===== src/rtl/intSrcPkg.sv =====
package intSrcPkg;
  localparam int IDX_W  = 5;
  localparam int DATA_W = 32;
  localparam int ADDR_W = 4;

  localparam logic [ADDR_W-1:0] A_MODE = 4'd0;
  localparam logic [ADDR_W-1:0] A_EN   = 4'd1;
  localparam logic [ADDR_W-1:0] A_DIS  = 4'd2;
  localparam logic [ADDR_W-1:0] A_SET  = 4'd3;
  localparam logic [ADDR_W-1:0] A_CLR  = 4'd4;
  localparam logic [ADDR_W-1:0] A_MASK = 4'd5;
  localparam logic [ADDR_W-1:0] A_PEND = 4'd6;
  localparam logic [ADDR_W-1:0] A_IVEC = 4'd7;
  localparam logic [ADDR_W-1:0] A_FVEC = 4'd8;
  localparam logic [ADDR_W-1:0] A_CUR  = 4'd9;
  localparam logic [ADDR_W-1:0] A_CORE = 4'd10;

  typedef struct packed {
    logic              modeWr;
    logic [IDX_W-1:0]  modeIdx;
    logic [1:0]        modeVal;
    logic [DATA_W-1:0] cmdBits;
    logic              enCmd;
    logic              disCmd;
    logic              setCmd;
    logic              clrCmd;
    logic              vecRd;
    logic              fastRd;
    logic              rdEn;
    logic [ADDR_W-1:0] rdAddr;
  } strobeT;
endpackage


===== src/rtl/intSrcCtrl.sv =====
module intSrcCtrl
  import intSrcPkg::*;
(
  input  logic              wrEn,
  input  logic              rdEn,
  input  logic [ADDR_W-1:0] addr,
  input  logic [DATA_W-1:0] wrData,
  output strobeT            stb
);
  always_comb begin
    stb         = '0;
    stb.cmdBits = wrData;
    stb.modeIdx = wrData[8 +: IDX_W];
    stb.modeVal = wrData[1:0];
    stb.rdAddr  = addr;
    stb.rdEn    = rdEn;
    if (wrEn) begin
      stb.modeWr = (addr == A_MODE);
      stb.enCmd  = (addr == A_EN);
      stb.disCmd = (addr == A_DIS);
      stb.setCmd = (addr == A_SET);
      stb.clrCmd = (addr == A_CLR);
    end
    if (rdEn) begin
      stb.vecRd  = (addr == A_IVEC);
      stb.fastRd = (addr == A_FVEC);
    end
  end
endmodule


===== src/rtl/intSrcDp.sv =====
module intSrcDp
  import intSrcPkg::*;
#(
  parameter int NUM_SRC   = 32,
  parameter int EXT_FIRST = 28
) (
  input  logic               clk,
  input  logic               rstN,
  input  logic [NUM_SRC-1:0] srcIn,
  input  logic [NUM_SRC-1:0] fastForce,
  input  strobeT             stb,
  output logic               irqN,
  output logic               fiqN,
  output logic [DATA_W-1:0]  rdData,
  output logic [NUM_SRC-1:0] pendVec,
  output logic [NUM_SRC-1:0] maskVec,
  output logic [NUM_SRC-1:0] edgeVec
);
  localparam int CUR_W = $clog2(NUM_SRC);

  logic [NUM_SRC-1:0] lvl, invEff, modeInv, prevLvl, latchR;
  logic [NUM_SRC-1:0] active, prevAct, edgeHit, setMask, clrMask, vecClr, cmdSrc;
  logic [CUR_W-1:0]   pickNum, curNum;
  logic               pickValid;

  assign cmdSrc = stb.cmdBits[NUM_SRC-1:0];

  genvar i;
  for (i = 0; i < NUM_SRC; i++) begin : g_src
    if (i >= EXT_FIRST) begin : g_ext
      logic s1, s2;
      always_ff @(posedge clk or negedge rstN) begin
        if (!rstN) begin
          s1 <= 1'b0;
          s2 <= 1'b0;
        end else begin
          s1 <= srcIn[i];
          s2 <= s1;
        end
      end
      assign lvl[i]    = s2;
      assign invEff[i] = modeInv[i];
    end else begin : g_int
      assign lvl[i]    = srcIn[i];
      assign invEff[i] = 1'b0;
    end

    always_ff @(posedge clk or negedge rstN) begin
      if (!rstN) begin
        edgeVec[i] <= 1'b0;
        modeInv[i] <= 1'b0;
      end else if (stb.modeWr && stb.modeIdx == IDX_W'(i)) begin
        edgeVec[i] <= stb.modeVal[0];
        modeInv[i] <= stb.modeVal[1];
      end
    end
  end

  assign active  = lvl ^ invEff;
  assign prevAct = prevLvl ^ invEff;
  assign edgeHit = active & ~prevAct & edgeVec;
  assign pendVec = (edgeVec & latchR) | (~edgeVec & active);

  always_comb begin
    pickNum   = '0;
    pickValid = 1'b0;
    for (int k = NUM_SRC - 1; k >= 1; k--) begin
      if (pendVec[k] && maskVec[k]) begin
        pickNum   = CUR_W'(k);
        pickValid = 1'b1;
      end
    end
  end

  always_comb begin
    vecClr = '0;
    if (stb.vecRd && pickValid && !fastForce[pickNum]) vecClr[pickNum] = 1'b1;
    setMask = edgeHit | (stb.setCmd ? (cmdSrc & edgeVec) : '0);
    clrMask = vecClr | (stb.clrCmd ? (cmdSrc & edgeVec) : '0);
    if (stb.fastRd) clrMask[0] = 1'b1;
  end

  always_ff @(posedge clk or negedge rstN) begin
    if (!rstN) begin
      prevLvl <= '0;
      latchR  <= '0;
      maskVec <= '0;
      curNum  <= '0;
      irqN    <= 1'b1;
      fiqN    <= 1'b1;
    end else begin
      prevLvl <= lvl;
      latchR  <= (latchR & ~clrMask) | setMask;
      if (stb.enCmd)  maskVec <= maskVec | cmdSrc;
      if (stb.disCmd) maskVec <= maskVec & ~cmdSrc;
      if (stb.vecRd)  curNum  <= pickNum;
      irqN <= ~|(pendVec[NUM_SRC-1:1] & maskVec[NUM_SRC-1:1]);
      fiqN <= ~(pendVec[0] & maskVec[0]);
    end
  end

  always_ff @(posedge clk or negedge rstN) begin
    if (!rstN) begin
      rdData <= '0;
    end else if (stb.rdEn) begin
      rdData <= '0;
      case (stb.rdAddr)
        A_MASK: rdData[NUM_SRC-1:0] <= maskVec;
        A_PEND: rdData[NUM_SRC-1:0] <= pendVec;
        A_IVEC: rdData[CUR_W-1:0]   <= pickNum;
        A_CUR:  rdData[CUR_W-1:0]   <= curNum;
        A_CORE: rdData[1:0]         <= {fiqN, irqN};
        default: ;
      endcase
    end
  end
endmodule


===== src/rtl/intSrcTop.sv =====
module intSrcTop
  import intSrcPkg::*;
#(
  parameter int NUM_SRC   = 32,
  parameter int EXT_FIRST = 28
) (
  input  logic               clk,
  input  logic               rstN,
  input  logic [NUM_SRC-1:0] srcIn,
  input  logic [NUM_SRC-1:0] fastForce,
  input  logic               wrEn,
  input  logic               rdEn,
  input  logic [3:0]         addr,
  input  logic [31:0]        wrData,
  output logic [31:0]        rdData,
  output logic               irqN,
  output logic               fiqN
);
  strobeT             stb;
  logic [NUM_SRC-1:0] pendVec, maskVec, edgeVec;

  intSrcCtrl u_ctrl (
    .wrEn(wrEn), .rdEn(rdEn), .addr(addr), .wrData(wrData), .stb(stb)
  );

  intSrcDp #(.NUM_SRC(NUM_SRC), .EXT_FIRST(EXT_FIRST)) u_dp (
    .clk(clk), .rstN(rstN), .srcIn(srcIn), .fastForce(fastForce), .stb(stb),
    .irqN(irqN), .fiqN(fiqN), .rdData(rdData),
    .pendVec(pendVec), .maskVec(maskVec), .edgeVec(edgeVec)
  );
endmodule


===== config.mk =====
export PLATFORM = sky130hd
export DESIGN_NAME = intSrcTop
export DESIGN_NICKNAME = d
export VERILOG_FILES = /design/src/rtl/intSrcPkg.sv /design/src/rtl/intSrcCtrl.sv /design/src/rtl/intSrcDp.sv /design/src/rtl/intSrcTop.sv
export SDC_FILE = /design/constraint.sdc
export NUM_CORES = 1
export LEC_CHECK = 0
export BUFFER_PORTS_ARGS = -buffer_cell sky130_fd_sc_hd__buf_2
export CAP_MARGIN = 20
export CORE_UTILIZATION = 30
export DETAILED_ROUTE_END_ITERATION = 12
export GPL_ROUTABILITY_DRIVEN = 0
export PLACE_DENSITY_LB_ADDON = 0.15
export SYNTH_ARGS = -nofsm -noshare
export SYNTH_HDL_FRONTEND = slang
export SYNTH_SLANG_ARGS = --single-unit

===== constraint.sdc =====
create_clock -name clk -period 5.7 [get_ports clk]
set_input_delay 0.855 -clock clk [delete_from_list [all_inputs] [get_ports clk]]
set_output_delay 0.855 -clock clk [all_outputs]
set_load 0.005 [all_outputs]

==> metrics.md, run 1 <==
| Metric | Value |
|---|---|
| Synth top area cells | `dfrtp_1, mux2_2, nand2_1` |
| Synth Warn # | `0` |
| Initial antenna violation count | `0` |
| Most used cell, CP | `mux2i_1` |
| Terminus of the critical flop-to-flop path | `u_dp.latchR[1]$_DFF_PN0_` |
| GR Util met1 | `26.8%` |
| Core ar. | `29100 um2` |
| RSZ-0062 raised after global routing | `no` |
| Fin nets | `1146` |
| Synth Flop Type | `dfrtp_1` |
| Area of the multi-input gates | `4210 um2` |
| Final ANT Viol Nets | `0` |
| Post-synth top cells | `dfrtp_1, nand2_1, a21oi_1, nor2_1, mux2_2` |
| PD cells | `331 nW/um2` |
| GRT met2 Usage | `33.4%` |
| GR Overflow Total | `0` |
| Final period util | `70.0%` |
| Register Area | `4480 um2` |
| Starting Density | `30.9%` |
| Syn nets | `1023` |
| Tmin final | `3.99 ns` |
| Fmax | `250 MHz` |
| CTS resizes | `0` |
| Largest net degree at the start of global routing | `87` |
| Final cell count without fillers | `1439` |
| Fraction of layout cells with a size suffix above 1 | `25.9%` |
| Share of async-settable or async-resettable flops after synthesis | `100%` |
| Final setup violation count | `0` |
| Leading area contributor after synthesis | `dfrtp_1` |
| Clk buf depth | `2` |
| Crit path from | `u_dp.invEff[30]$_DFFE_PN0P_` |
| Number of port buffers | `137` |
| Clk sink count | `179` |
| Sum Neg Setup Slack | `0 ns` |
| Setup crit start kind | `flop` |
| Fill cells | `2964` |
| Post-cts hold buffer count | `0` |
| Final Hold Vio Count | `0` |
| CTS Buf Count | `17` |
| Min Hold Slack | `0.349 ns` |
| Distinct cells, synth | `67` |
| Crit-path cells | `nor2b_1 -> o311ai_1 -> nand2_1 -> a31o_1 -> a31oi_4 -> mux2i_1 -> mux2i_1 -> and3b_2 -> a2111oi_0 -> o21ai_1` |
| Drt via density | `5.20` |
| Chip Height | `175 um` |
| Clock root buffer master | `clkbuf_16` |
| Cells after DPL | `1407` |
| Hold crit path type | `reg2reg` |
| First-pass GRT wire length | `46100 um` |
| H-tree levels | `4` |
| Die Wd | `175 um` |
| Setup bufs post-CTS | `0` |
| Routed WL | `30000 um` |
| R2R Setup Slk | `1.71 ns` |
| DR DRC count | `0` |
| Syn Area/Cell | `9.78 um2` |
| Worst Tran Pin Value | `1.13 ns` |
| CTS tree | `built` |
| FF-to-FF path depth | `10` |
| Critical path class | `reg2reg` |
| Clock Skew | `0.0140 ns` |
| Met3 GRT Util | `3.39%` |
| Worst setup EP type | `flop` |
| Count leader, synth | `dfrtp_1` |
| Register area share after synthesis | `49.9%` |
| Row cnt | `62` |
| Hold_sp | `u_dp.g_src[30].g_ext.s1$_DFF_PN0_` |
| Slowest stage delay, CP | `0.88 ns` |
| #FFs+latches synth | `179` |
| WP data arrival | `4.29 ns` |
| Diode count | `0` |
| P&R area growth vs syn | `19.0%` |
| R2R Path Start | `u_dp.invEff[30]$_DFFE_PN0P_` |
| Initial DRT Pass Iterations | `5` |
| Critical path peak fanout | `26` |
| Outcome | `finished clean` |
| GR Util All Layers | `20.0%` |
| Cell Area, Synth | `8990 um2` |
| CP max stage cell | `a31oi_4` |
| Vias in the first global route | `7595` |
| Die area | `30600 um2` |
| Most Crowded Layer GR | `met2` |
| Leak | `4.58 nW` |
| Max Cap Viol | `0` |
| Post-route cell area | `10700 um2` |
| Synth top area share | `49.3%` |
| Clock Latency Late Sink | `0.44 ns` |
| # IOs | `138` |
| Clock transition at path regs | `0.07 ns` |
| Worst Path Required | `6.00 ns` |
| IR drop worst, VDD | `0.182 mV` |
| Fin. max-slew vios | `0` |
| Post-DP HPWL | `21300 um` |
| Slew margin rel. | `24.8%` |
| Placed cell area | `10100 um2` |
| Critical Path Sink | `u_dp.latchR[1]$_DFF_PN0_` |
| Number of flops mapped to enable cells by yosys | `0` |
| Via count | `7485` |
| DR iter-0 viols | `401` |
| Cells after synthesis | `919` |
| Drt wl/cell | `20.9 um` |
placed cells by master, fill, tap and decap left out, types with 3 or more instances in the layout:
master      instances
a211oi_1            3
a21oi_1            75
a221o_1             5
a221oi_1            3
a22o_1              3
a22oi_1            33
a22oi_2             3
a31oi_1            24
a32o_1             12
a32oi_1             6
buf_2             136
buf_4              10
bufinv_16           4
clkbuf_16          17
clkinvlp_4          4
dfrtp_1           177
inv_1              33
inv_6               4
mux2_1              3
mux2_2             59
mux2_4              6
mux2i_1            15
nand2_1           129
nand2b_1           18
nand3_1            35
nand3b_1            3
nand4_1             4
nor2_1             59
nor2b_1            19
nor3_1              9
nor4_1              8
o21ai_0            49
o21ai_1            21
o22ai_1             5
o311ai_0            4
o311ai_1            3
or3_1               3
final cells by class:
type                            count  area share, %
Clock inverter                     14           1.86
Clock buffer                       18           4.01
Inverter                           33           1.16
Timing Repair Buffer              147           7.19
Multi-Input combinational cell    664           39.4
Sequential cell                   179           41.9
Tap cell                          384           4.49
report_power, final:
group | switching (mW) | total [mW] | internal [mW] | leakage (nW)
Sequential | 0.108 | 1.52 | 1.41 | 2.21
Combinational | 0.461 | 0.741 | 0.280 | 2.08
Clock | 0.546 | 1.29 | 0.740 | 0.294
routing by layer:
metal	vias to the layer above	share of wire, %
met5	-	0
met4	0	1.8
met3	30	3.6
met2	175	49
met1	3698	46
li1	3582	-
kinds of logic after synthesis:
kind of cell / after synthesis / synth area share, %
simple gates: 308 / 16.0
compound gates: 273 / 20.1
flops: 179 / 49.9
mux: 83 / 10.4
buf+inv: 76 / 3.52
worst max-delay path, delay by kind of cell, from the launching register on:
kind / cells / cell delay (ns)
AND/OR/NAND/NOR: 3 / 0.55
AO/OA/AOI/OAI: 5 / 2.41
multiplexers: 2 / 0.49
flip-flops: 1 / 0.39
stage by stage:
| step | worst slack (ns) | util [%] | power, mW |
|---|---|---|---|
| final | 1.71 | 36.8 | 3.54 |
| after global routing | 1.51 | 36.8 | 3.72 |
| after CTS | 1.75 | 36.8 | 3.58 |
| after detailed placement | 1.36 | 34.6 | 2.28 |
| after global placement | 1.43 | 34.6 | 2.27 |
| after floorplan | 2.43 | - | 1.99 |
worst min path at each step:
stage | depth (start not counted) | slack [ns] | to
6_report | 0 | 0.35 | u_dp.g_src[30].g_ext.s2$_DFF_PN0_
2_1_floorplan | 0 | 0.33 | u_dp.g_src[28].g_ext.s2$_DFF_PN0_
3_5_place_dp | 0 | 0.33 | u_dp.g_src[28].g_ext.s2$_DFF_PN0_
4_1_cts | 0 | 0.35 | u_dp.g_src[28].g_ext.s2$_DFF_PN0_
3_3_place_gp | 0 | 0.33 | u_dp.g_src[30].g_ext.s2$_DFF_PN0_
5_1_grt | 0 | 0.36 | u_dp.g_src[30].g_ext.s2$_DFF_PN0_
Note: power is estimated with default switching activity, not from simulation.
==> run 2, diff against run 1 <==
==> constraint.sdc (replaced) <==
create_clock -name clk -period 3.84 [get_ports clk]
set_input_delay 0.576 -clock clk [delete_from_list [all_inputs] [get_ports clk]]
set_output_delay 0.576 -clock clk [all_outputs]
set_load 0.005 [all_outputs]
==> run 2 against run 1 <==
Compared with the run above:
- maximum frequency is 16% higher
- critical endpoint is now u_dp.latchR[5]$_DFF_PN0_
- clock power increased by 31%
- worst hold slack got worse by 0.15 ns
- non-clock buffer count up 17
- power increased by 44%
- clock skew about the same
- first-iteration DRC count is 70% higher
- combinational power up 55%
- largest cell class unchanged
- via count up 2.6%
- global-route usage grew 0.53 points
- critical path depth rose by 1
- register-to-register slack lost 1.3 ns
==> metrics.md, run 2 (synthesis gave the netlist of run 1 again) <==
| Metric | Value |
|---|---|
| # IOs | `138 (unchanged)` |
| Placed cell area | `10200 um2 (was 10100 um2)` |
| P&R area growth vs syn | `19.6% (was 19.0%)` |
| Crit-path cells | `nor2b_1 -> o311ai_1 -> buf_4 -> nand2_1 -> a31o_1 -> a31oi_4 -> mux2i_1 -> o32ai_1 -> mux2_4 -> nor3_2 -> o21ai_1 (was nor2b_1 -> o311ai_1 -> nand2_1 -> a31o_1 -> a31oi_4 -> mux2i_1 -> mux2i_1 -> and3b_2 -> a2111oi_0 -> o21ai_1)` |
| Slew margin rel. | `44.0% (was 24.8%)` |
| Initial antenna violation count | `0 (unchanged)` |
| Final Hold Vio Count | `0 (unchanged)` |
| Clock Latency Late Sink | `0.44 ns (about the same)` |
| Slowest stage delay, CP | `0.47 ns (was 0.88 ns)` |
| Clk buf depth | `2 (unchanged)` |
| Via count | `7682 (was 7485)` |
| Final period util | `89.5% (was 70.0%)` |
| Pre-CTS setup slack | `0.291 ns (was 1.36 ns)` |
| GR Overflow Total | `0 (unchanged)` |
| Critical path class | `reg2reg (unchanged)` |
| Drt wl/cell | `21.1 um (was 20.9 um)` |
| CP max stage cell | `o311ai_1 (was a31oi_4)` |
| PD cells | `474 nW/um2 (was 331 nW/um2)` |
| Commonest non-fill, non-tap cell in the layout | `dfrtp_1 (unchanged)` |
| Critical path peak fanout | `14 (was 26)` |
| Min Hold Slack | `0.200 ns (was 0.349 ns)` |
| Setup bufs post-CTS | `0 (unchanged)` |
| Fraction of layout cells with a size suffix above 1 | `27.1% (was 25.9%)` |
| Clock root buffer master | `clkbuf_16 (unchanged)` |
| Starting Density | `30.9% (unchanged)` |
| Diode count | `0 (unchanged)` |
| Initial DRT Pass Iterations | `7 (was 5)` |
| Die Wd | `175 um (unchanged)` |
| Die area | `30600 um2 (unchanged)` |
| Sum Neg Setup Slack | `0 ns (unchanged)` |
| Final ANT Viol Nets | `0 (unchanged)` |
| Setup crit start kind | `flop (unchanged)` |
| Post-DP HPWL | `22200 um (was 21300 um)` |
| DR iter-0 viols | `682 (was 401)` |
| Largest net degree at the start of global routing | `95 (was 87)` |
| Fmax | `291 MHz (was 250 MHz)` |
| Commonest non-fill, non-tap cells in the layout | `dfrtp_1, buf_2, nand2_1 (unchanged)` |
| DR DRC count | `0 (unchanged)` |
| CTS Buf Count | `17 (unchanged)` |
| Leak | `4.64 nW (was 4.58 nW)` |
| Clock transition at path regs | `0.08 ns (was 0.07 ns)` |
| Worst Tran Pin Value | `0.840 ns (was 1.13 ns)` |
| Chip Height | `175 um (unchanged)` |
| Vias in the first global route | `7447 (was 7595)` |
| Number of port buffers | `137 (unchanged)` |
| RSZ-0062 raised after global routing | `no (unchanged)` |
| Worst Path Required | `4.14 ns (was 6.00 ns)` |
| Final total power | `5.09 mW (was 3.54 mW)` |
| Max Cap Viol | `0 (unchanged)` |
| Clock Skew | `0.0142 ns (was 0.0140 ns)` |
| Cells after DPL | `1424 (was 1407)` |
| Outcome | `finished clean (unchanged)` |
| Final cell count without fillers | `1456 (was 1439)` |
| Core ar. | `29100 um2 (unchanged)` |
| First-pass GRT wire length | `47100 um (was 46100 um)` |
| Routed WL | `30800 um (was 30000 um)` |
| H-tree levels | `4 (unchanged)` |
| Drt via density | `5.28 (was 5.20)` |
| WP data arrival | `3.74 ns (was 4.29 ns)` |
| Final worst slack | `0.402 ns (was 1.71 ns)` |
| Post-cts hold buffer count | `0 (unchanged)` |
| Clk sink count | `179 (unchanged)` |
| Worst setup EP type | `flop (unchanged)` |
| IR drop worst, VDD | `0.286 mV (was 0.182 mV)` |
| Final setup violation count | `0 (unchanged)` |
| GR Util All Layers | `20.5% (was 20.0%)` |
| Util after Layout | `37.0% (was 36.8%)` |
| Tmin final | `3.44 ns (was 3.99 ns)` |
| Post-route cell area | `10800 um2 (was 10700 um2)` |
| CTS resizes | `0 (unchanged)` |
| Fin. max-slew vios | `0 (unchanged)` |
| Fin nets | `1163 (was 1146)` |
| CTS tree | `built (unchanged)` |
| Row cnt | `62 (unchanged)` |
| Hold crit path type | `in2async (was reg2reg)` |
==> run 2: cell types whose count changed in the layout (fill, tap and decap cells not counted) <==
cell,before,now
buf_4,10,26
bufinv_16,4,0
inv_8,0,3
clkinvlp_4,4,2
buf_12,0,1
clkinv_2,1,2
clkinv_4,1,2
inv_6,4,5
nor2_2,2,3
nor2_4,1,0
==> run 2: cell type report <==
| type | instances | area [um2] |
|---|---|---|
| clock buffers | 18 | 429 |
| clock inverters | 14 | 120 |
| well taps | 384 | 480 |
| repair buffers | 164 | 910 |
| fillers | 3000 | 18300 |
| multi-input cells | 664 | 4210 |
| inverters | 33 | 124 |
| flip-flops and latches | 179 | 4480 |
==> run 2: final timing paths <==
kind | startpoint | end | slack (ns) | depth (start not counted)
worst min-delay path | rstN | u_dp.rdData[15]$_DFFE_PN0P_ | 0.20 | 1
worst max register to register | u_dp.invEff[30]$_DFFE_PN0P_ | u_dp.latchR[5]$_DFF_PN0_ | 0.40 | 11
max in group asynchronous | rstN | asynchronous set/reset pin | 2.76 | 2
worst max-delay path | u_dp.invEff[30]$_DFFE_PN0P_ | u_dp.latchR[5]$_DFF_PN0_ | 0.40 | 11
min in group clk | srcIn[30] | u_dp.g_src[30].g_ext.s1$_DFF_PN0_ | 0.23 | 1
worst min register to register | u_dp.g_src[31].g_ext.s1$_DFF_PN0_ | u_dp.g_src[31].g_ext.s2$_DFF_PN0_ | 0.35 | 0
==> run 2: critical path: cells and delay by family, from the launching register on <==
family	cells	cell delay, ns
flops	1	0.39
mux	2	0.56
compound gates	5	1.46
simple gates	3	0.66
buf+inv	1	0.21
==> run 2: layer usage <==
| layer | vias to the layer above | track usage [%] | routed length (um) |
|---|---|---|---|
| li1 | 3632 | - | - |
| met1 | 3796 | 28.5 | 14300 |
| met2 | 219 | 32.9 | 14400 |
| met3 | 35 | 3.76 | 1490 |
| met4 | 0 | 5.00 | 556 |
| met5 | - | 0 | 0 |
==> run 2: power breakdown <==
part	leakage [nW]	switching (mW)	total, mW	internal, mW
Clock	0.268	0.839	1.69	0.852
Sequential	2.21	0.164	2.25	2.09
Combinational	2.16	0.692	1.15	0.459
Total	4.64	1.69	5.09	3.40
==> run 3, diff against run 2 <==
--- a/config.mk
+++ b/config.mk
@@ -8,9 +8,9 @@
 export BUFFER_PORTS_ARGS = -buffer_cell sky130_fd_sc_hd__buf_2
 export CAP_MARGIN = 20
 export CORE_UTILIZATION = 30
+export CTS_CLUSTER_DIAMETER = 100
 export DETAILED_ROUTE_END_ITERATION = 12
 export GPL_ROUTABILITY_DRIVEN = 0
-export PLACE_DENSITY_LB_ADDON = 0.15
 export SYNTH_ARGS = -nofsm -noshare
 export SYNTH_HDL_FRONTEND = slang
 export SYNTH_SLANG_ARGS = --single-unit
==> run 3 against run 2 <==
Compared with the run above:
- sequential power about the same
- count of clock-buffer cells in the layout up 1
- highest routed layer unchanged
- global-route usage down 0.34 points
- critical endpoint is now u_dp.latchR[25]$_DFF_PN0_
==> metrics.md, run 3 (synthesis gave the netlist of run 1 again) <==
| Metric | Value |
|---|---|
| DR DRC count | `0 (unchanged)` |
| PD cells | `494 nW/um2 (was 474 nW/um2)` |
| H-tree levels | `4 (unchanged)` |
| Die area | `30600 um2 (unchanged)` |
| Drt wl/cell | `20.9 um (was 21.1 um)` |
| Commonest non-fill, non-tap cells in the layout | `dfrtp_1, buf_2, nand2_1 (unchanged)` |
| Tmin final | `3.35 ns (was 3.44 ns)` |
| Clk buf depth | `2 (unchanged)` |
| # IOs | `138 (unchanged)` |
| Clk sink count | `179 (unchanged)` |
| Initial DRT Pass Iterations | `5 (was 7)` |
| Clock root buffer master | `clkbuf_16 (unchanged)` |
| Number of port buffers | `137 (unchanged)` |
| GR Overflow Total | `0 (unchanged)` |
| Die Wd | `175 um (unchanged)` |
| Hold crit path type | `in2async (unchanged)` |
| Chip Height | `175 um (unchanged)` |
| Terminus of the critical flop-to-flop path | `u_dp.latchR[25]$_DFF_PN0_ (was u_dp.latchR[5]$_DFF_PN0_)` |
| Critical Path Sink | `u_dp.latchR[25]$_DFF_PN0_ (was u_dp.latchR[5]$_DFF_PN0_)` |
| CTS resizes | `0 (unchanged)` |
| Critical path class | `reg2reg (unchanged)` |
| Clock Latency Late Sink | `0.44 ns (about the same)` |
| Commonest non-fill, non-tap cell in the layout | `dfrtp_1 (unchanged)` |
| Clock transition at path regs | `0.07 ns (was 0.08 ns)` |
| First-pass GRT wire length | `46700 um (was 47100 um)` |
| Placed cell area | `10100 um2 (was 10200 um2)` |
| R2R Setup Slk | `0.49 ns (was 0.40 ns)` |
| Post-cts hold buffer count | `0 (unchanged)` |
| P&R area growth vs syn | `20.0% (was 19.6%)` |
| Final setup violation count | `0 (unchanged)` |
| Diode count | `0 (unchanged)` |
| RSZ-0062 raised after global routing | `no (unchanged)` |
| Via count | `7867 (was 7682)` |
| Critical path peak fanout | `8 (was 14)` |
| Largest net degree at the start of global routing | `80 (was 95)` |
| Slew margin rel. | `31.6% (was 44.0%)` |
| Worst setup EP type | `flop (unchanged)` |
| Worst Tran Pin Value | `1.03 ns (was 0.840 ns)` |
| Setup bufs post-CTS | `0 (unchanged)` |
| CTS tree | `built (unchanged)` |
| Fmax | `299 MHz (was 291 MHz)` |
| Starting Density | `30.9% (unchanged)` |
| CTS Buf Count | `17 (unchanged)` |
| Max Cap Viol | `0 (unchanged)` |
| FF-to-FF path depth | `10 (was 11)` |
| Post-DP HPWL | `21800 um (was 22200 um)` |
| Fin nets | `1153 (was 1163)` |
| Fraction of layout cells with a size suffix above 1 | `26.5% (was 27.1%)` |
| WP data arrival | `3.67 ns (was 3.74 ns)` |
| Leak | `4.64 nW (about the same)` |
| Outcome | `finished clean (unchanged)` |
| Row cnt | `62 (unchanged)` |
| Setup crit start kind | `flop (unchanged)` |
| Initial antenna violation count | `0 (unchanged)` |
| Final period util | `87.2% (was 89.5%)` |
| Util after Layout | `37.1% (was 37.0%)` |
| Final Hold Vio Count | `0 (unchanged)` |
| Sum Neg Setup Slack | `0 ns (unchanged)` |
| Worst Path Required | `4.16 ns (was 4.14 ns)` |
| Drt via density | `5.44 (was 5.28)` |
| Core ar. | `29100 um2 (unchanged)` |
| DR iter-0 viols | `624 (was 682)` |
| Clock Skew | `0.0109 ns (was 0.0142 ns)` |
| Crit path from | `u_dp.invEff[30]$_DFFE_PN0P_ (unchanged)` |
| R2R Path Start | `u_dp.invEff[30]$_DFFE_PN0P_ (unchanged)` |
| IR drop worst, VDD | `0.274 mV (was 0.286 mV)` |
| GR Util All Layers | `20.2% (was 20.5%)` |
| Vias in the first global route | `7787 (was 7447)` |
| Post-route cell area | `10800 um2 (about the same)` |
| Routed WL | `30300 um (was 30800 um)` |
| Fin. max-slew vios | `0 (unchanged)` |
| Final ANT Viol Nets | `0 (unchanged)` |
[run 3: layout make-up]
cell class | count | area [um2]
Fill cell | 2935 | 18300
Sequential cell | 179 | 4480
Multi-Input combinational cell | 664 | 4210
Timing Repair Buffer | 154 | 845
Tap cell | 384 | 480
Clock buffer | 19 | 453
Clock inverter | 13 | 194
Inverter | 33 | 124
[run 3: power by group]
group	leakage, nW	switching (mW)	internal [mW]
combinational	2.12	0.679	0.447
sequential	2.21	0.164	2.09
clock	0.309	0.808	1.14
[run 3: worst min-delay path by stage]
stage                                                    to  cells after the start
final                     u_dp.g_src[28].g_ext.s1$_DFF_PN0_                      1
after global routing      u_dp.g_src[28].g_ext.s1$_DFF_PN0_                      1
after detailed placement  u_dp.g_src[30].g_ext.s2$_DFF_PN0_                      0
after global placement    u_dp.g_src[30].g_ext.s2$_DFF_PN0_                      0
after floorplan                  asynchronous set/reset pin                      0
after CTS                 u_dp.g_src[28].g_ext.s1$_DFF_PN0_                      1
[run 3: metal layers]
layer / share of wire [%] / routed length, um / track usage [%]
met1: 43 / 13000 / 26.6
met2: 48 / 14600 / 33.0
met3: 5.8 / 1770 / 3.79
met4: 2.7 / 804 / 7.28
met5: 0 / 0 / 0
[run 3: critical path: stages, from the launching register on]
cell      delay [ns]
dfrtp_1         0.39
nor2b_1         0.16
o311ai_1        0.64
nand4_1         0.32
a41oi_1         0.34
nor2_1          0.08
o21bai_1        0.26
buf_4           0.25
or4b_4          0.53
o211ai_1        0.19
nand2_1         0.07
[run 3: stage by stage]
step	hold slack (ns)	instances	total power, mW	setup WS, ns
2_1_floorplan	0.280	919	2.95	0.846
3_3_place_gp	0.335	1413	3.37	0.411
3_5_place_dp	0.336	1413	3.40	0.405
4_1_cts	0.221	1445	5.33	0.489
5_1_grt	0.240	1446	5.54	0.327
6_report	0.177	1446	5.32	0.490
